$ cat src/rtl/chain_sel_pkg.sv
package chain_sel_pkg;

  typedef enum logic [1:0] {
    RSEL_PAGE = 2'd0,
    RSEL_SEL  = 2'd1,
    RSEL_FREE = 2'd2,
    RSEL_NONE = 2'd3
  } rsel_e;

endpackage

$ cat src/rtl/chain_sel_regs.sv
module chain_sel_regs #(
  parameter int W = 16
) (
  input  logic         clk,
  input  logic         rst_n,
  input  logic         pa_wr,
  input  logic         ds_wr,
  input  logic         tok_held,
  input  logic [W-1:0] wdata,
  output logic [W-1:0] pa_q,
  output logic [W-1:0] ds_q
);

  localparam logic [W-1:0] BCAST = {W{1'b1}};

  logic         pa_en;
  logic         ds_en;
  logic [W-1:0] pa_d;
  logic [W-1:0] ds_d;

  // Soft reset is not an input here: both registers survive it.
  always_comb begin
    pa_en = pa_wr & tok_held & (wdata != BCAST);
    ds_en = ds_wr;
    pa_d  = wdata;
    ds_d  = wdata;
  end

  always_ff @(posedge clk or negedge rst_n) begin
    if (!rst_n) begin
      pa_q <= '0;
    end else if (pa_en) begin
      pa_q <= pa_d;
    end
  end

  always_ff @(posedge clk or negedge rst_n) begin
    if (!rst_n) begin
      ds_q <= '0;
    end else if (ds_en) begin
      ds_q <= ds_d;
    end
  end

endmodule

$ cat src/rtl/chain_sel_token.sv
module chain_sel_token #(
  parameter bit FIRST_IN_CHAIN = 1'b1
) (
  input  logic clk,
  input  logic rst_n,
  input  logic soft_rst,
  input  logic adv,
  input  logic tok_in,
  output logic tok_q,
  output logic tok_out
);

  logic tok_d;
  logic pass_d;

  // Priority: soft reset, then advance, then incoming token.
  always_comb begin
    tok_d  = tok_q;
    pass_d = 1'b0;
    if (soft_rst) begin
      tok_d = FIRST_IN_CHAIN;
    end else if (adv) begin
      tok_d  = 1'b0;
      pass_d = tok_q;
    end else if (tok_in) begin
      tok_d = 1'b1;
    end
  end

  always_ff @(posedge clk or negedge rst_n) begin
    if (!rst_n) begin
      tok_q   <= FIRST_IN_CHAIN;
      tok_out <= 1'b0;
    end else begin
      tok_q   <= tok_d;
      tok_out <= pass_d;
    end
  end

endmodule

$ cat src/rtl/chain_sel_rdmux.sv
module chain_sel_rdmux
  import chain_sel_pkg::*;
#(
  parameter int W = 16
) (
  input  logic [W-1:0]   pa_q,
  input  logic [W-1:0]   ds_q,
  input  logic           rd_req,
  input  logic [1:0]     rd_sel,
  input  logic           chain_en,
  input  logic           up_fill_n,
  input  logic           own_fill_n,
  input  logic [W-1:0]   status_hi,
  input  logic [W-1:0]   nf_addr,
  output logic           selected,
  output logic           rd_oe,
  output logic [2*W-1:0] rd_data
);

  localparam logic [W-1:0] BCAST = {W{1'b1}};

  rsel_e    src;
  logic     bcast;
  logic     chain_rd;
  logic     plain_oe;

  always_comb begin
    src      = rsel_e'(rd_sel);
    bcast    = (ds_q == BCAST);
    selected = (ds_q == pa_q) | bcast;
    chain_rd = rd_req & (src == RSEL_FREE) & chain_en;
    plain_oe = rd_req & (src != RSEL_NONE) & selected & ~bcast;
    rd_oe    = chain_rd ? (~up_fill_n & own_fill_n) : plain_oe;
    rd_data  = '0;
    if (rd_oe) begin
      unique case (src)
        RSEL_PAGE: rd_data = {{W{1'b0}}, pa_q};
        RSEL_SEL:  rd_data = {status_hi, ds_q};
        RSEL_FREE: rd_data = {status_hi, nf_addr};
        default:   rd_data = '0;
      endcase
    end
  end

endmodule

$ cat src/rtl/chain_select.sv
module chain_select #(
  parameter int W              = 16,
  parameter bit FIRST_IN_CHAIN = 1'b1
) (
  input  logic           clk,
  input  logic           rst_n,
  input  logic           soft_rst,
  input  logic           pa_wr,
  input  logic           ds_wr,
  input  logic [W-1:0]   wdata,
  input  logic           rd_req,
  input  logic [1:0]     rd_sel,
  input  logic           chain_en,
  input  logic           up_fill_n,
  input  logic           own_fill_n,
  input  logic [W-1:0]   status_hi,
  input  logic [W-1:0]   nf_addr,
  input  logic           adv,
  input  logic           tok_in,
  output logic           selected,
  output logic           rd_oe,
  output logic [2*W-1:0] rd_data,
  output logic           tok_out
);

  logic [W-1:0] pa_q;
  logic [W-1:0] ds_q;
  logic         tok_q;

  chain_sel_token #(.FIRST_IN_CHAIN(FIRST_IN_CHAIN)) u_token (
    .clk      (clk),
    .rst_n    (rst_n),
    .soft_rst (soft_rst),
    .adv      (adv),
    .tok_in   (tok_in),
    .tok_q    (tok_q),
    .tok_out  (tok_out)
  );

  chain_sel_regs #(.W(W)) u_regs (
    .clk      (clk),
    .rst_n    (rst_n),
    .pa_wr    (pa_wr),
    .ds_wr    (ds_wr),
    .tok_held (tok_q),
    .wdata    (wdata),
    .pa_q     (pa_q),
    .ds_q     (ds_q)
  );

  chain_sel_rdmux #(.W(W)) u_rdmux (
    .pa_q       (pa_q),
    .ds_q       (ds_q),
    .rd_req     (rd_req),
    .rd_sel     (rd_sel),
    .chain_en   (chain_en),
    .up_fill_n  (up_fill_n),
    .own_fill_n (own_fill_n),
    .status_hi  (status_hi),
    .nf_addr    (nf_addr),
    .selected   (selected),
    .rd_oe      (rd_oe),
    .rd_data    (rd_data)
  );

endmodule

$ cat config.mk
export PLATFORM = sky130hd
export DESIGN_NAME = chain_select
export DESIGN_NICKNAME = d
export VERILOG_FILES = /design/src/rtl/chain_sel_pkg.sv /design/src/rtl/chain_sel_regs.sv /design/src/rtl/chain_sel_token.sv /design/src/rtl/chain_sel_rdmux.sv /design/src/rtl/chain_select.sv
export SDC_FILE = /design/constraint.sdc
export NUM_CORES = 1
export LEC_CHECK = 0
export BUFFER_PORTS_ARGS = -buffer_cell sky130_fd_sc_hd__buf_2
export CAP_MARGIN = 25
export CORE_AREA = 2 2 74 76
export DETAILED_ROUTE_END_ITERATION = 10
export DIE_AREA = 0 0 76 78
export PLACE_DENSITY = 0.75
export SKIP_CTS_REPAIR_TIMING = 1
export SYNTH_ARGS = -nofsm -noshare
export SYNTH_HDL_FRONTEND = slang
export SYNTH_HIERARCHICAL = 1
export SYNTH_SLANG_ARGS = --single-unit
$ cat constraint.sdc
create_clock -name clk -period 3.75 [get_ports clk]
set_input_delay 0.375 -clock clk [delete_from_list [all_inputs] [get_ports clk]]
set_output_delay 0.375 -clock clk [all_outputs]
set_load 0.03 [all_outputs]
Word-level counts from Yosys, hierarchy flattened
Index checks and enable logic that the tools add are counted.

Bits in registers: 34. Word-level logic and storage cells: 31.

Equality and inequality tests: 6. Multiplexer cells: 8. Bitwise gates (word level): 11. Reduce and logical (&&, ||, !) cells: 2.

Operators by type and width (count): case mux 32 bit (3 select lines) (1); two-way mux 32 bit (1); == test 16 bit (1); == test 16 bit, second input constant (1); inequality test 16 bit, second input constant (1); AND 1 bit (8); two-way mux 1 bit (6); nonzero test 3 bit (1); == test 2 x 1 -> 1 bit, second input constant (1); == test 2 bit, second input constant (1); logical NOT 2 bit (1); inequality test 2 bit, second input constant (1); NOT 1 bit (2); OR 1 bit (1).

Depth between registers and ports, before layout
Gate-level depths: netlist (run 1).

Depth after elaboration: 6. Gate-level depth with buffers: 7.

Modules after synthesis
The synthesis (run 1) kept the hierarchy.

By module, submodules not included: chain_sel_regs (instances 1, cells an instance 73, area an instance 1238.7 µm², sequential area each 800.8 µm²); chain_sel_rdmux (instances 1, cells an instance 141, area an instance 933.4 µm², sequential area each 0.0 µm²); chain_sel_token (instances 1, cells an instance 6, area an instance 73.8 µm², sequential area each 51.3 µm²).

Least setup slack after synthesis (run 1)
No wires, ideal clock.

Path kind: register -> output. From: reg u_regs.ds_q[10]. To: out rd_data[22]. Arrival time: 1.612 ns. Data required time: 3.375 ns. Path slack: 1.763 ns. Cell stages (with the launch flop): 7. Cell sequence: dfrtp_1 > xnor2_1 > nand4_1 > nor4_4 > a21oi_4 > buf_6 > nor2_2.

Longest elaborated chain between the ends: 6. Elaborated cells between the ends (all ways): 8. Classes of those cells: eq/ne (2); mux (2); bitwise (4).

RTL lines: from (decl) (RTL line chain_sel_regs.sv:11) `output logic [W-1:0] ds_q`; from (signal assigned) (RTL line chain_sel_regs.sv:41) `ds_q <= ds_d;`; == test 16 bit, on equally long branches (RTL line chain_sel_rdmux.sv:30, chain_sel_rdmux.sv:29); OR 1 bit (RTL line chain_sel_rdmux.sv:30) `selected = (ds_q == pa_q) | bcast;`; AND 1 bit (RTL line chain_sel_rdmux.sv:32) `plain_oe = rd_req & (src != RSEL_NONE) & selected & ~bcast;`; AND 1 bit * (RTL line chain_sel_rdmux.sv:32); two-way mux 1 bit * (RTL line chain_sel_rdmux.sv:33) `rd_oe = chain_rd ? (~up_fill_n & own_fill_n) : plain_oe;`; two-way mux 32 bit * (RTL line chain_sel_rdmux.sv:35) `if (rd_oe) begin`; to (decl) (RTL line chain_select.sv:22) `output logic [2*W-1:0] rd_data,`.

Mark *: on every way between the ends. The rest lies on a longest branch, timed or not.

Worst setup path after layout (run 1)
From: reg u_regs.ds_q[0]. To: out rd_data[1].

The elaborated chain is that of the path after synthesis.

==> results of run 1 <==
[power by group]
| group | switching, mW | leakage, nW | internal [mW] |
|---|---|---|---|
| clock network | 0.126 | 0.0395 | 0.132 |
| registers | 0.0483 | 0.398 | 0.411 |
| logic | 0.115 | 0.907 | 0.122 |
[cells by family (layout without fill, tap and decap cells)]
group | count (synthesis) | after routing
xor+xnor | 17 | 17
compound gates | 20 | 20
simple gates | 88 | 88
buf+inv | 13 | 107
flops | 34 | 34
mux | 48 | 48
[state kept, by name (all words and copies together) (netlist names)]
| register | flops |
|---|---|
| u_regs/ds_q | 16 |
| u_regs/pa_q | 16 |
| u_token/tok_out | 1 |
| u_token/tok_q | 1 |
[final cells by class]
class                      instances  area (sq um)  share of cell area
tap                               70         87.58             0.03072
clock buffer                       8         80.08             0.02808
sequential                        34         852.1              0.2988
multi-input combinational        173          1306              0.4581
timing repair buffer              98         521.8              0.1830
inverter                           1         3.754            0.001316
[layout by cell type, fill, tap and decap left out, types with 2 or more instances in the layout]
master	instances
a21oi_1	16
nor2_2	27
nor2_1	22
nand2_1	18
clkbuf_1	3
buf_2	95
clkbuf_8	5
dfrtp_1	33
mux2_2	32
nor2_4	2
xnor2_1	16
nand4_1	12
mux2i_1	16
[worst max-delay path by stage]
stage	cells after the start	slack, ns	from	end
finish	7	1.03	u_regs/ds_q[0]$_DFFE_PN0P_	rd_data[1]
CTS	7	1.02	u_regs/ds_q[12]$_DFFE_PN0P_	rd_data[1]
global route	7	0.91	u_regs/ds_q[12]$_DFFE_PN0P_	rd_data[0]
global placement	7	1.02	rd_sel[1]	rd_data[0]
detailed placement	8	1.25	rd_sel[1]	rd_data[1]
floorplan	6	1.76	u_regs/ds_q[10]$_DFFE_PN0P_	rd_data[22]
[layer usage]
layer / vias to the layer above / GRT usage / wire length (um)
li1: 940 / - / -
met1: 897 / 0.2502 / 2422
met2: 84 / 0.3214 / 2627
met3: 7 / 0.05349 / 435
met4: 0 / 0.06000 / 77
met5: - / 0 / 0
[critical path, delay by kind of cell (launching register included)]
kind / cells / cell delay, ns
buffers and inverters: 2 / 0.42
DFF: 1 / 0.42
and+or+nand+nor: 4 / 0.71
AOI/OAI and AO/OA: 1 / 0.49
==> impl_metrics.yaml, run 1 <==
cells_and_area:
  post-route-util: 0.5655
  layout-drive-gt1-share: 0.5541
  antennaDiodeCount: 0
  nets: 374
  fillers: 445
  areaGrowthSynthToFinish_pct: 26.96
  final_area_sq_mm: 0.002851
  final_cells: 384
synthesis:
  async_reset_ff_frac: 1.000
  seq_area_frac_synth: 0.3794
  synth_compound_area_frac: 0.06240
  synth_flop_cell: "dfrtp_1"
  netlist_instances: 220
  yosys.area_share.simple: 0.2178
  synth_common_cells: "dfrtp_1, mux2_2, nor2_2"
  synth_nets: 281
  synth_edf_count: 0
  synth-xor-area-share: 0.06964
  yosys.area.top_type: "dfrtp_1"
  synthesis.area_sq_mm: 0.002246
  yosysMostFrequentCell: "dfrtp_1"
  synth.avg_cell_area_sq_um: 10.21
  synth_top_family_by_area: "multiplexers"
  synth_warnings: 6
  yosys-mux-area-fraction: 0.2318
  synth-seq-cells: 34
  synthAdderAreaFrac: 0
  ys_top_cells_by_area: "dfrtp_1, mux2_2, nor2_2, mux2i_1, xnor2_1"
  synth_top_area_frac: 0.3677
  yosysUniqueCellTypes: 28
sta:
  period_minus_slack_ns: 2.719
  whs_ns: 0.1498
  setup_viol: 0
  drv_slew: 0
  tns_ns: 0
  clock_skew_ns: 0.006864
  setup_ws_ns: 1.031
  tightest_slew_ns: 0.7506
  hold_violations: 0
  slew_headroom: 0.4996
  rsz0062_at_grt: "false"
  finalCritPeriodShare: 0.7250
  clock.fmax_mhz: 367.8
worst_setup_path:
  critPathKind: "register to output pin"
  critical-path-max-stage-delay_ns: 0.49
  r2r-end: "u_regs/pa_q[7]$_DFFE_PN0P_"
  worstSetupEndpointType: "output pin"
  rrSetupSlack_ns: 2.31
  worst-r2r-cell-count: 4
  start_kind: "register"
  critPathSlowestCell: "a21oi_4"
  r2r_start: "u_token/tok_q$_DFFE_PN1P_"
  crit_fanout: 23
  worstPathCellList: "nand4_1 > nor4_2 > nor2_1 > a21oi_4 > buf_16 > nor2_1 > buf_2"
  critPathArrivalTime_ns: 2.34
  required_ns: 3.38
  cp_common_cell: "nor2_1"
grt:
  track_usage: 0.1948
  grt_remaining_overflow: 0
  antenna_found_initial: 0
  grt_pass1_vias: 1902
  grt_pass1_wl_mm: 9.204
  grt_start_max_net_pins: 35
placed_design:
  hpwl_mm: 4.396
  place_inst: 376
  gp_congestion: 0.8031
  port_buffers: 95
  pre_cts_ws_ns: 1.251
  placed_cell_area_sq_mm: 0.002771
power_and_ir_drop:
  finalPower_mw: 0.9535
  p_leak_nw: 1.344
  powerDensity_mw_per_mm2: 334.4
  ir_drop_v: 0.0003045
floorplanning:
  dieArea_sq_mm: 0.005928
  row_count: 26
  core-area_sq_mm: 0.005042
  pin_count: 96
  die_h_um: 78
  fp.dieW_um: 76
  initial_core_util: 0.4454
detailed_routing:
  via_per_inst: 5.021
  drt_iter0_markers: 83
  vias: 1928
  wl_per_cell_um: 14.48
  firstDrtPassIters: 4
  postRouteAntennaNets: 0
  finalWirelength_mm: 5.562
  drc: 0
clock_tree:
  insertion_delay_ns: 0.29
  cts_buffers: 5
  clock-sinks: 34
  clkTransAtPathRegs_ns: 0.07
  root_buffer: "clkbuf_8"
  clk_path_buf_depth: 2
  htreeDepth: 2
  cts_tree: "done"
outcome:
  outcome: "finished, final reports clean"
flow_run:
  cap_violations: 0
hold_path:
  hp-class: "input port to asynchronous set/reset pin"
(Power assumes the default switching activity.)
==> run 2, diff against run 1 <==
--- a/config.mk
+++ b/config.mk
@@ -7,10 +7,10 @@
 export LEC_CHECK = 0
 export BUFFER_PORTS_ARGS = -buffer_cell sky130_fd_sc_hd__buf_2
 export CAP_MARGIN = 25
-export CORE_AREA = 2 2 74 76
+export CORE_AREA = 2 2 76 78
 export DETAILED_ROUTE_END_ITERATION = 10
-export DIE_AREA = 0 0 76 78
-export PLACE_DENSITY = 0.75
+export DIE_AREA = 0 0 78 80
+export PLACE_DENSITY = 0.74
 export SKIP_CTS_REPAIR_TIMING = 1
 export SYNTH_ARGS = -nofsm -noshare
 export SYNTH_HDL_FRONTEND = slang
==> constraint.sdc (replaced) <==
create_clock -name clk -period 2.5 [get_ports clk]
set_input_delay 0.25 -clock clk [delete_from_list [all_inputs] [get_ports clk]]
set_output_delay 0.25 -clock clk [all_outputs]
set_load 0.03 [all_outputs]
==> run 2 against run 1 <==
First-iteration DRC count shrank 20%. Total power grew 59%. Flip-flop and latch count is the same. Die area grew 5.3%. Design area grew 0.83%. Combinational power grew 51%. Via count grew 0.78%. Clock power grew 82%. Non-clock buffer count grew 1. Largest power group unchanged.
==> impl_metrics.yaml, run 2 (synthesized netlist as in run 1, its figures left out) <==
outcome:
  outcome: "finished, final reports clean"
sta:
  setup_viol: 0
  hold_violations: 0
  slew_headroom: 0.4936
  rsz0062_at_grt: "false"
  clock_skew_ns: 0.003257
  setup_ws_ns: 0.09879
  tns_ns: 0
  drv_slew: 0
  tightest_slew_ns: 0.7596
  finalCritPeriodShare: 0.9605
  clock.fmax_mhz: 416.5
  period_minus_slack_ns: 2.401
power_and_ir_drop:
  powerDensity_mw_per_mm2: 526.7
  p_leak_nw: 1.359
  ir_drop_v: 0.0002772
worst_setup_path:
  critical-path-max-stage-delay_ns: 0.42
  r2r_start: "u_token/tok_q$_DFFE_PN1P_"
  required_ns: 2.25
  worstSetupEndpointType: "output pin"
  critPathArrivalTime_ns: 2.15
  crit_cells: 7
  critPathSlowestCell: "dfrtp_1"
  critPathTopFamily: "simple AND/OR/NAND/NOR gates"
  worst-r2r-cell-count: 4
  worstPathCellList: "xnor2_1 > nand4_1 > nor4_4 > a21oi_4 > buf_8 > nor2_1 > buf_2"
  crit_fanout: 33
  critPathKind: "register to output pin"
  rrSetupSlack_ns: 1.08
  start_kind: "register"
  cp_num_buf_inv: 2
  crit_start: "u_regs/ds_q[15]$_DFFE_PN0P_"
cells_and_area:
  final-seq-area_sq_um: 852.1
  layout-drive-gt1-share: 0.5651
  fillers: 511
  antennaDiodeCount: 0
  multi_input_area_sq_mm: 0.001306
  nets: 375
  final_cell_mix: "buf_2, dfrtp_1, mux2_2, nor2_2, nor2_1"
  post-route-util: 0.5319
  largestRegisters: "u_regs/ds_q: 16 flops, u_regs/pa_q: 16 flops"
  final_area_sq_mm: 0.002875
  areaGrowthSynthToFinish_pct: 28.02
  layout_commonest_cell: "buf_2"
floorplanning:
  fp.dieW_um: 78
  initial_core_util: 0.4155
  dieArea_sq_mm: 0.006240
  core-area_sq_mm: 0.005405
  die_h_um: 80
  row_count: 27
  pin_count: 96
detailed_routing:
  wl_per_cell_um: 14.55
  drc: 0
  postRouteAntennaNets: 0
  via_per_inst: 5.021
  finalWirelength_mm: 5.631
  vias: 1943
  drt_iter0_markers: 66
  firstDrtPassIters: 4
clock_tree:
  insertion_delay_ns: 0.28
  root_buffer: "clkbuf_8"
  cts_buffers: 5
  clkTransAtPathRegs_ns: 0.07
  clock-sinks: 34
  cts_tree: "done"
  clk_path_buf_depth: 2
  htreeDepth: 2
placed_design:
  pre_cts_ws_ns: 0.3136
  placed_cell_area_sq_mm: 0.002758
  hpwl_mm: 4.465
  gp_congestion: 0.7777
  port_buffers: 95
grt:
  grt_pass1_vias: 1900
  grt_remaining_overflow: 0
  grt_pass1_wl_mm: 9.101
  grt_start_max_net_pins: 35
  antenna_found_initial: 0
  track_usage: 0.1859
hold_path:
  hp-class: "input port to asynchronous set/reset pin"
flow_run:
  cap_violations: 0
-- run 2: cell types whose count changed in the layout (fill, tap and decap cells not counted) --
cell,delta
clkbuf_8,+3
clkbuf_1,-3
buf_4,+2
buf_8,+1
buf_16,-1
buf_6,-1
-- run 2: cell type report --
class,count,area share
Clock buffer,8,0.03829
Tap cell,72,0.03133
Multi-Input combinational cell,173,0.4543
Timing Repair Buffer,99,0.1784
Inverter,1,0.001305
Sequential cell,34,0.2963
-- run 2: per-stage QoR --
stage	hold slack, ns	power (mW)	cells
after floorplan	-0.04559	0.9275	220
after global placement	0.3555	1.043	379
after detailed placement	0.3703	1.058	379
after CTS	0.06619	1.529	387
after global routing	0.09413	1.597	387
final	0.03922	1.514	387
-- run 2: routing by layer --
layer | track usage | share of wire
met5 | 0 | 0
met4 | 0.06842 | 0.016
met3 | 0.04412 | 0.081
met2 | 0.3198 | 0.47
met1 | 0.2267 | 0.43
-- run 2: worst paths after layout --
kind                                               end
setup / recovery                           rd_data[31]
hold / removal              u_regs/pa_q[7]$_DFFE_PN0P_
setup reg to reg            u_regs/pa_q[3]$_DFFE_PN0P_
hold reg to reg              u_token/tok_out$_DFF_PN0_
max in group asynchronous  u_regs/ds_q[10]$_DFFE_PN0P_
min in group clk             u_token/tok_out$_DFF_PN0_
-- run 2: power breakdown --
part / internal [mW] / switching, mW / leakage (nW)
Clock: 0.278 / 0.191 / 0.0575
Combinational: 0.182 / 0.175 / 0.904
Sequential: 0.616 / 0.0712 / 0.398
